### config.mk
export PLATFORM = sky130hd
export DESIGN_NAME = tagged_ret_stack
export DESIGN_NICKNAME = d
export VERILOG_FILES = /design/src/rtl/rts_pkg.sv /design/src/rtl/rts_guest_reg.sv /design/src/rtl/rts_ptr_ctl.sv /design/src/rtl/rts_entry_store.sv /design/src/rtl/rts_tag_cmp.sv /design/src/rtl/tagged_ret_stack.sv
export SDC_FILE = /design/constraint.sdc
export NUM_CORES = 2
export LEC_CHECK = 0
export ABC_AREA = 1
export ABC_CLOCK_PERIOD_IN_PS = 9210
export BUFFER_PORTS_ARGS = -buffer_cell sky130_fd_sc_hd__buf_4
export CAP_MARGIN = 40
export CELL_PAD_IN_SITES_DETAIL_PLACEMENT = 0
export CELL_PAD_IN_SITES_GLOBAL_PLACEMENT = 1
export CORE_ASPECT_RATIO = 0.6
export CORE_UTILIZATION = 50
export DETAILED_ROUTE_END_ITERATION = 12
export PLACE_DENSITY = 0.8
export SLEW_MARGIN = 20
export SYNTH_ARGS = -nofsm -noshare
export SYNTH_HDL_FRONTEND = slang
export SYNTH_SLANG_ARGS = --single-unit
### constraint.sdc
create_clock -name clk -period 9.21 [get_ports clk]
set_clock_uncertainty 0.15 [all_clocks]
set_input_delay 0.921 -clock clk [delete_from_list [all_inputs] [get_ports clk]]
set_output_delay 0.921 -clock clk [all_outputs]
set_load 0.005 [all_outputs]
### src/rtl/rts_pkg.sv
`timescale 1ns/1ps
// Package: shared operation encoding for the tagged return target stack.
// Assumes flush dominates every other request in a cycle.
package rts_pkg;

    // One stack operation per cycle after arbitration.
    typedef enum logic [1:0] {
        STK_HOLD = 2'd0,
        STK_PUSH = 2'd1,
        STK_POP  = 2'd2,
        STK_SWAP = 2'd3
    } stk_op_e;

    // Fold the request strobes into one operation; flush squashes both.
    function automatic stk_op_e decode_op(input logic push, input logic pop,
                                          input logic flush);
        stk_op_e op;
        if (flush)            op = STK_HOLD;
        else if (push && pop) op = STK_SWAP;
        else if (push)        op = STK_PUSH;
        else if (pop)         op = STK_POP;
        else                  op = STK_HOLD;
        return op;
    endfunction

endpackage

### src/rtl/rts_guest_reg.sv
`timescale 1ns/1ps
// Module: software-visible guest return address register.
// Holds the address that software loaded from the emulated guest stack.
// Assumes a write lands one cycle before the pop that should see it.
module rts_guest_reg #(
    parameter int unsigned W = 32
) (
    input  logic         clk,
    input  logic         rst_n,
    input  logic         we_i,
    input  logic [W-1:0] wdata_i,
    output logic [W-1:0] q_o
);

    logic [W-1:0] val_q;

    // Capture a software write; clear on reset.
    always_ff @(posedge clk) begin
        if (!rst_n)    val_q <= '0;
        else if (we_i) val_q <= wdata_i;
    end

    assign q_o = val_q;

endmodule

### src/rtl/rts_ptr_ctl.sv
`timescale 1ns/1ps
// Module: circular top-of-stack pointer.
// The pointer names the next free slot; the top entry sits one below it.
// A pop always steps back, even on an empty stack, to keep nesting alignment.
// Assumes DEPTH >= 2.
module rts_ptr_ctl
    import rts_pkg::*;
#(
    parameter int unsigned DEPTH = 16,
    parameter int unsigned PTR_W = $clog2(DEPTH)
) (
    input  logic             clk,
    input  logic             rst_n,
    input  logic             flush_i,
    input  stk_op_e          op_i,
    output logic [PTR_W-1:0] top_idx_o,
    output logic [PTR_W-1:0] wr_idx_o
);

    localparam logic [PTR_W-1:0] LAST = PTR_W'(DEPTH - 1);

    logic [PTR_W-1:0] ptr_q;
    logic [PTR_W-1:0] ptr_inc;
    logic [PTR_W-1:0] ptr_dec;

    // Wrapping neighbours of the pointer for any depth.
    always_comb begin
        ptr_inc = (ptr_q == LAST) ? '0 : ptr_q + 1'b1;
        ptr_dec = (ptr_q == '0) ? LAST : ptr_q - 1'b1;
    end

    // Top entry index and the slot a push writes to (swap reuses the top).
    always_comb begin
        top_idx_o = ptr_dec;
        wr_idx_o  = (op_i == STK_SWAP) ? ptr_dec : ptr_q;
    end

    // Advance the pointer per operation; flush restarts at slot zero.
    always_ff @(posedge clk) begin
        if (!rst_n)       ptr_q <= '0;
        else if (flush_i) ptr_q <= '0;
        else begin
            case (op_i)
                STK_PUSH: ptr_q <= ptr_inc;
                STK_POP:  ptr_q <= ptr_dec;
                default:  ptr_q <= ptr_q;
            endcase
        end
    end

endmodule

### src/rtl/rts_entry_store.sv
`timescale 1ns/1ps
// Module: entry storage with one valid bit per slot.
// When a write and a clear hit the same slot in one cycle, the write wins,
// which gives pop-then-push ordering. Flush clears every valid bit.
module rts_entry_store #(
    parameter int unsigned DEPTH = 16,
    parameter int unsigned PTR_W = $clog2(DEPTH),
    parameter int unsigned ENT_W = 112
) (
    input  logic             clk,
    input  logic             rst_n,
    input  logic             flush_i,
    input  logic             wr_en_i,
    input  logic [PTR_W-1:0] wr_idx_i,
    input  logic [ENT_W-1:0] wr_data_i,
    input  logic             clr_en_i,
    input  logic [PTR_W-1:0] clr_idx_i,
    input  logic [PTR_W-1:0] rd_idx_i,
    output logic             rd_valid_o,
    output logic [ENT_W-1:0] rd_data_o
);

    logic [DEPTH-1:0] vld_q;
    logic [ENT_W-1:0] data_q [DEPTH];

    for (genvar i = 0; i < DEPTH; i++) begin : g_slot
        logic hit_wr;
        logic hit_clr;
        assign hit_wr  = wr_en_i  && (wr_idx_i  == PTR_W'(i));
        assign hit_clr = clr_en_i && (clr_idx_i == PTR_W'(i));

        // Slot liveness: set by a write, dropped by a pop or a flush.
        always_ff @(posedge clk) begin
            if (!rst_n)       vld_q[i] <= 1'b0;
            else if (flush_i) vld_q[i] <= 1'b0;
            else if (hit_wr)  vld_q[i] <= 1'b1;
            else if (hit_clr) vld_q[i] <= 1'b0;
        end

        // Slot payload: loaded on a write to this slot.
        always_ff @(posedge clk) begin
            if (!rst_n)      data_q[i] <= '0;
            else if (hit_wr) data_q[i] <= wr_data_i;
        end
    end

    // Top entry read port.
    always_comb begin
        rd_valid_o = vld_q[rd_idx_i];
        rd_data_o  = data_q[rd_idx_i];
    end

endmodule

### src/rtl/rts_tag_cmp.sv
`timescale 1ns/1ps
// Module: tag comparator.
// Reports a match only for a live entry whose guest address, context and
// segment limit all equal the probe values. Purely combinational.
module rts_tag_cmp #(
    parameter int unsigned GADDR_W = 32,
    parameter int unsigned CTX_W   = 16,
    parameter int unsigned LIM_W   = 32
) (
    input  logic               live_i,
    input  logic [GADDR_W-1:0] ent_gaddr_i,
    input  logic [CTX_W-1:0]   ent_ctx_i,
    input  logic [LIM_W-1:0]   ent_lim_i,
    input  logic [GADDR_W-1:0] probe_gaddr_i,
    input  logic [CTX_W-1:0]   probe_ctx_i,
    input  logic [LIM_W-1:0]   probe_lim_i,
    output logic               match_o
);

    logic eq_gaddr;
    logic eq_ctx;
    logic eq_lim;

    // Field-wise equality, then the combined verdict.
    always_comb begin
        eq_gaddr = (ent_gaddr_i == probe_gaddr_i);
        eq_ctx   = (ent_ctx_i   == probe_ctx_i);
        eq_lim   = (ent_lim_i   == probe_lim_i);
        match_o  = live_i && eq_gaddr && eq_ctx && eq_lim;
    end

endmodule

### src/rtl/tagged_ret_stack.sv
`timescale 1ns/1ps
// Module: tagged return target stack (top level).
// A push stores {guest addr, context, segment limit, host target}. A pop
// checks the top entry against the guest-address register and the live
// context and limit, then returns a registered hit/miss one cycle later.
// Assumes software writes the guest-address register before the pop.
module tagged_ret_stack
    import rts_pkg::*;
#(
    parameter int unsigned DEPTH   = 16,
    parameter int unsigned GADDR_W = 32,
    parameter int unsigned CTX_W   = 16,
    parameter int unsigned LIM_W   = 32,
    parameter int unsigned HOST_W  = 32
) (
    input  logic               clk,
    input  logic               rst_n,
    input  logic               flush_i,
    input  logic               push_i,
    input  logic [GADDR_W-1:0] push_gaddr_i,
    input  logic [CTX_W-1:0]   push_ctx_i,
    input  logic [LIM_W-1:0]   push_lim_i,
    input  logic [HOST_W-1:0]  push_target_i,
    input  logic               gaddr_we_i,
    input  logic [GADDR_W-1:0] gaddr_wdata_i,
    output logic [GADDR_W-1:0] gaddr_q_o,
    input  logic               pop_i,
    input  logic [CTX_W-1:0]   cur_ctx_i,
    input  logic [LIM_W-1:0]   cur_lim_i,
    output logic               pop_valid_o,
    output logic               pop_hit_o,
    output logic [HOST_W-1:0]  pop_target_o
);

    localparam int unsigned PTR_W = $clog2(DEPTH);
    localparam int unsigned ENT_W = GADDR_W + CTX_W + LIM_W + HOST_W;
    localparam int unsigned TGT_LO = 0;
    localparam int unsigned LIM_LO = TGT_LO + HOST_W;
    localparam int unsigned CTX_LO = LIM_LO + LIM_W;
    localparam int unsigned GA_LO  = CTX_LO + CTX_W;

    stk_op_e          op;
    logic             do_pop;
    logic             do_push;
    logic [PTR_W-1:0] top_idx;
    logic [PTR_W-1:0] wr_idx;
    logic [ENT_W-1:0] wr_ent;
    logic [ENT_W-1:0] top_ent;
    logic             top_live;
    logic             tag_match;
    logic [GADDR_W-1:0] greg;

    logic              rsp_vld_q;
    logic              rsp_hit_q;
    logic [HOST_W-1:0] rsp_tgt_q;

    // Arbitrate the request strobes into one operation.
    always_comb begin
        op      = decode_op(push_i, pop_i, flush_i);
        do_pop  = (op == STK_POP)  || (op == STK_SWAP);
        do_push = (op == STK_PUSH) || (op == STK_SWAP);
        wr_ent  = {push_gaddr_i, push_ctx_i, push_lim_i, push_target_i};
    end

    rts_guest_reg #(.W(GADDR_W)) u_greg (
        .clk     (clk),
        .rst_n   (rst_n),
        .we_i    (gaddr_we_i),
        .wdata_i (gaddr_wdata_i),
        .q_o     (greg)
    );

    rts_ptr_ctl #(.DEPTH(DEPTH), .PTR_W(PTR_W)) u_ptr (
        .clk       (clk),
        .rst_n     (rst_n),
        .flush_i   (flush_i),
        .op_i      (op),
        .top_idx_o (top_idx),
        .wr_idx_o  (wr_idx)
    );

    rts_entry_store #(.DEPTH(DEPTH), .PTR_W(PTR_W), .ENT_W(ENT_W)) u_store (
        .clk        (clk),
        .rst_n      (rst_n),
        .flush_i    (flush_i),
        .wr_en_i    (do_push),
        .wr_idx_i   (wr_idx),
        .wr_data_i  (wr_ent),
        .clr_en_i   (do_pop),
        .clr_idx_i  (top_idx),
        .rd_idx_i   (top_idx),
        .rd_valid_o (top_live),
        .rd_data_o  (top_ent)
    );

    rts_tag_cmp #(.GADDR_W(GADDR_W), .CTX_W(CTX_W), .LIM_W(LIM_W)) u_cmp (
        .live_i        (top_live),
        .ent_gaddr_i   (top_ent[GA_LO +: GADDR_W]),
        .ent_ctx_i     (top_ent[CTX_LO +: CTX_W]),
        .ent_lim_i     (top_ent[LIM_LO +: LIM_W]),
        .probe_gaddr_i (greg),
        .probe_ctx_i   (cur_ctx_i),
        .probe_lim_i   (cur_lim_i),
        .match_o       (tag_match)
    );

    // Register the pop verdict; the target is zeroed unless trusted.
    always_ff @(posedge clk) begin
        if (!rst_n) begin
            rsp_vld_q <= 1'b0;
            rsp_hit_q <= 1'b0;
            rsp_tgt_q <= '0;
        end else if (do_pop) begin
            rsp_vld_q <= 1'b1;
            rsp_hit_q <= tag_match;
            rsp_tgt_q <= tag_match ? top_ent[TGT_LO +: HOST_W] : '0;
        end else begin
            rsp_vld_q <= 1'b0;
            rsp_hit_q <= 1'b0;
            rsp_tgt_q <= '0;
        end
    end

    assign gaddr_q_o    = greg;
    assign pop_valid_o  = rsp_vld_q;
    assign pop_hit_o    = rsp_hit_q;
    assign pop_target_o = rsp_tgt_q;

endmodule

==> results.json <==
{
  "post-cts-setup-buffer-count": 0,
  "route.detailed.vias_per_inst": 6.04,
  "grt_pass1_vias": 60900,
  "critical_path_depth": 21,
  "worstReg2RegStart": "u_ptr.ptr_q[0]",
  "drv_slew": 0,
  "maxCapViolations": 0,
  "areaGrowthSynthToFinish_pct": 11.6,
  "cts-root-to-sink-buffers": 4,
  "grt-ovfl-total": 0,
  "holdBufCountCts": 0,
  "cts_inserted_buffers": 182,
  "violations": "DRC",
  "clock_latency_on_the_worst_skew_pair_ns": 0.85,
  "antenna_cells_inserted": 0,
  "synth.cell_area_um2": 84400,
  "detailedPlacementHpwl_um": 153000,
  "core_region_area_um2": 167000,
  "max-vdd-ir-drop_uv": 148,
  "fin_tns_setup_ns": 0,
  "timing.setup.critical_path_class": "flip-flop to flip-flop",
  "grt_antenna_before_repair": 2,
  "cp.required_ns": 9.81,
  "power.density_cell_area_nw_per_um2": 208,
  "tritoncts": "done",
  "routed_wirelength_um": 292000,
  "final-hold-violation-count": 0,
  "place_ws_ns": 2.64,
  "drc_errors": 4,
  "worst_hold_check_slack_ns": 0.153,
  "syn-num-nets": 8926,
  "std_cell_rows": 116,
  "globalRouteTotalUtil_pct": 33.6,
  "numClockSinks": 1878,
  "r2r_depth": 21,
  "fp.dieArea_um2": 171000,
  "finish.instance_area_um2": 94300,
  "crit_family": "simple AND/OR/NAND/NOR gates",
  "vias": 66200,
  "num-nets-final": 8785,
  "timing.critical_path.fanout_max": 184,
  "timing.final.ws_setup_ns": 2.46,
  "period_minus_slack_ns": 6.75,
  "worstSetupStartpointType": "flip-flop",
  "synthDistinctLibCells": 31,
  "timing.reg2reg.setup_slack_ns": 2.46,
  "fmax_mhz": 148,
  "post_synth_inst_count": 8720,
  "place_area_um2": 88300,
  "place_inst": 10600,
  "synth-seq-area-share_pct": 65.8,
  "slew_headroom_pct": 25.9,
  "dr.pass1.iters": 12,
  "final_antenna_net_count": 0,
  "critical_path.cell_chain": "inv_2 > ha_4 > nand2_8 > buf_16 > buf_12 > buf_4 > nand3_1 > nand3_1 > nand2_1 > nand2_1 > nand2_1 > nor2_1 > o21ai_0 > nor2_1 > nand2_1 > nor2_1 > nand2_1 > nor2_1 > nand3_2 > buf_16 > nor2_1",
  "cts_root_buf": "sky130_fd_sc_hd__clkbuf_16",
  "drtIter0Drc": 10000,
  "setup_repair_after_global_routing_missed_its_margin": "false",
  "status": "finished, violations left",
  "post_route_cells_drive_above_1_share_pct": 8.14,
  "yosysWarnings": 0,
  "hold_path.class": "input port to flip-flop",
  "synth_area_per_cell_um2": 9.68,
  "actual_transition_at_the_worst_max_transition_pin_ns": 1.11,
  "endpoint_kind": "flip-flop",
  "setup-violations-final": 0,
  "top_level_ports": 264,
  "timing.final.crit_share_pct": 73.3,
  "cp_data_arrival_time_ns": 7.35,
  "initial_util_pct": 50.5,
  "grt_max_degree": 206,
  "post_cts.resized_instances": 0,
  "critical_path.slowest_cell": "sky130_fd_sc_hd__buf_4",
  "setup.worst_path.start": "u_ptr.ptr_q[0]",
  "placement.io_buffers": 263,
  "clock_tree.htree_level_count": 4,
  "worst_path_largest_cell_delay_ns": 0.72,
  "setup.worst_path.end": "pop_target_o[12]",
  "die_width_um": 532,
  "clock_transition_at_the_registers_of_the_reported_paths_ns": 0.06,
  "cellLeakagePower_nw": 38.0,
  "routed_wire_length_per_instance_um": 26.6,
  "grt_first_pass_wirelength_um": 423000,
  "yosys_register_bits": 1878,
  "count_of_buffer_and_inverter_cells_on_the_critical_path": 5,
  "place.gp.congestion": 0.869,
  "die_h_um": 320,
  "finish.cell_count_without_fillers": 11000,
  "reg2reg_to": "pop_target_o[12]"
}
==> synth_stat cells (all sizes together) <==
cell	n	area (µm²)
clkbuf	509	1910
a22o	32	280
nor3	1	5.00
xor2	3	26.3
o21bai	9	67.6
edfxtp	1792	53800
nand2	1767	6650
buf	224	1160
a21oi	48	240
o21ai	382	1910
a31oi	1	6.26
nand3	1192	5970
nand4	4	25.0
ha	8	100
inv	240	901
nor2	2251	8460
nand3b	7	52.6
o22ai	128	801
a221oi	35	307
or2	1	6.26
dfxtp	86	1720
==> flip-flops by register name, indices dropped and copies added (netlist names) <==
signal,cells
pop_hit_o,1
u_ptr.ptr_q,4
pop_target_o,32
pop_valid_o,1
u_greg.q_o,32
u_store.vld_q,16
u_store.data_q,1792
==> tightest hold or removal path: stages <==
cell and delay, ns:
sky130_fd_sc_hd__buf_4 0.08, sky130_fd_sc_hd__nor2_1 0.03, sky130_fd_sc_hd__nor2_1 0.08
==> routing by layer <==
metal	part of all wire (%)	vias to the layer above	GRT usage [%]
met5	0.0045	-	0
li1	-	29100	-
met3	13	557	6.37
met2	44	4423	50.0
met1	41	32200	50.0
met4	3.0	2	10.0
==> power breakdown <==
group          total, W  internal (W)  switching, W
sequential      0.00976       0.00966      0.000101
clock           0.00754       0.00424       0.00330
combinational   0.00231      0.000557       0.00175
total            0.0196        0.0145       0.00515
==> placed cells by master, fill, tap and decap left out, drive strengths merged, types with 59 or more instances in the layout <==
cell | Yosys | routed
nor2 | 2251 | 2251
clkinv | 0 | 59
nand3 | 1192 | 1192
edfxtp | 1792 | 1792
buf | 224 | 408
nand2 | 1767 | 1767
o22ai | 128 | 128
inv | 240 | 241
clkbuf | 509 | 243
o21ai | 382 | 382
dfxtp | 86 | 86
==> per-stage QoR <==
stage / power [W] / util [%]
2_1_floorplan: 0.0113 / -
3_3_place_gp: 0.0121 / 52.3
3_5_place_dp: 0.0122 / 52.8
4_1_cts: 0.0196 / 56.3
5_1_grt: 0.0201 / 56.4
6_report: 0.0196 / 56.4
==> layout make-up <==
cell class | count | area [µm²]
inverter | 240 | 926
clock buffer | 243 | 4980
multi-input combinational | 5869 | 25200
timing repair buffer | 408 | 4020
clock inverter | 80 | 797
sequential | 1878 | 55500
fill | 14500 | 72900
tap | 2242 | 2810
==> worst min-delay path by stage <==
stage | cells past startpoint | endpoint | start | slack [ns]
2_1_floorplan | 2 | u_store.vld_q[0] | u_store.vld_q[0] | 0.30
3_3_place_gp | 2 | u_store.vld_q[10] | u_store.vld_q[10] | 0.31
3_5_place_dp | 2 | u_store.vld_q[3] | u_store.vld_q[3] | 0.32
4_1_cts | 3 | u_greg.q_o[18] | gaddr_wdata_i[18] | 0.11
5_1_grt | 3 | u_greg.q_o[26] | gaddr_wdata_i[26] | 0.18
6_report | 3 | u_greg.q_o[18] | gaddr_wdata_i[18] | 0.15
==> logic make-up after synthesis <==
kind of cell,synth area share [%]
xor+xnor,0.0311
fa+ha+maj,0.119
simple gates,25.1
buf+inv,4.71
flops,65.8
compound gates,4.28
Note: power is estimated with default switching activity, not from simulation.
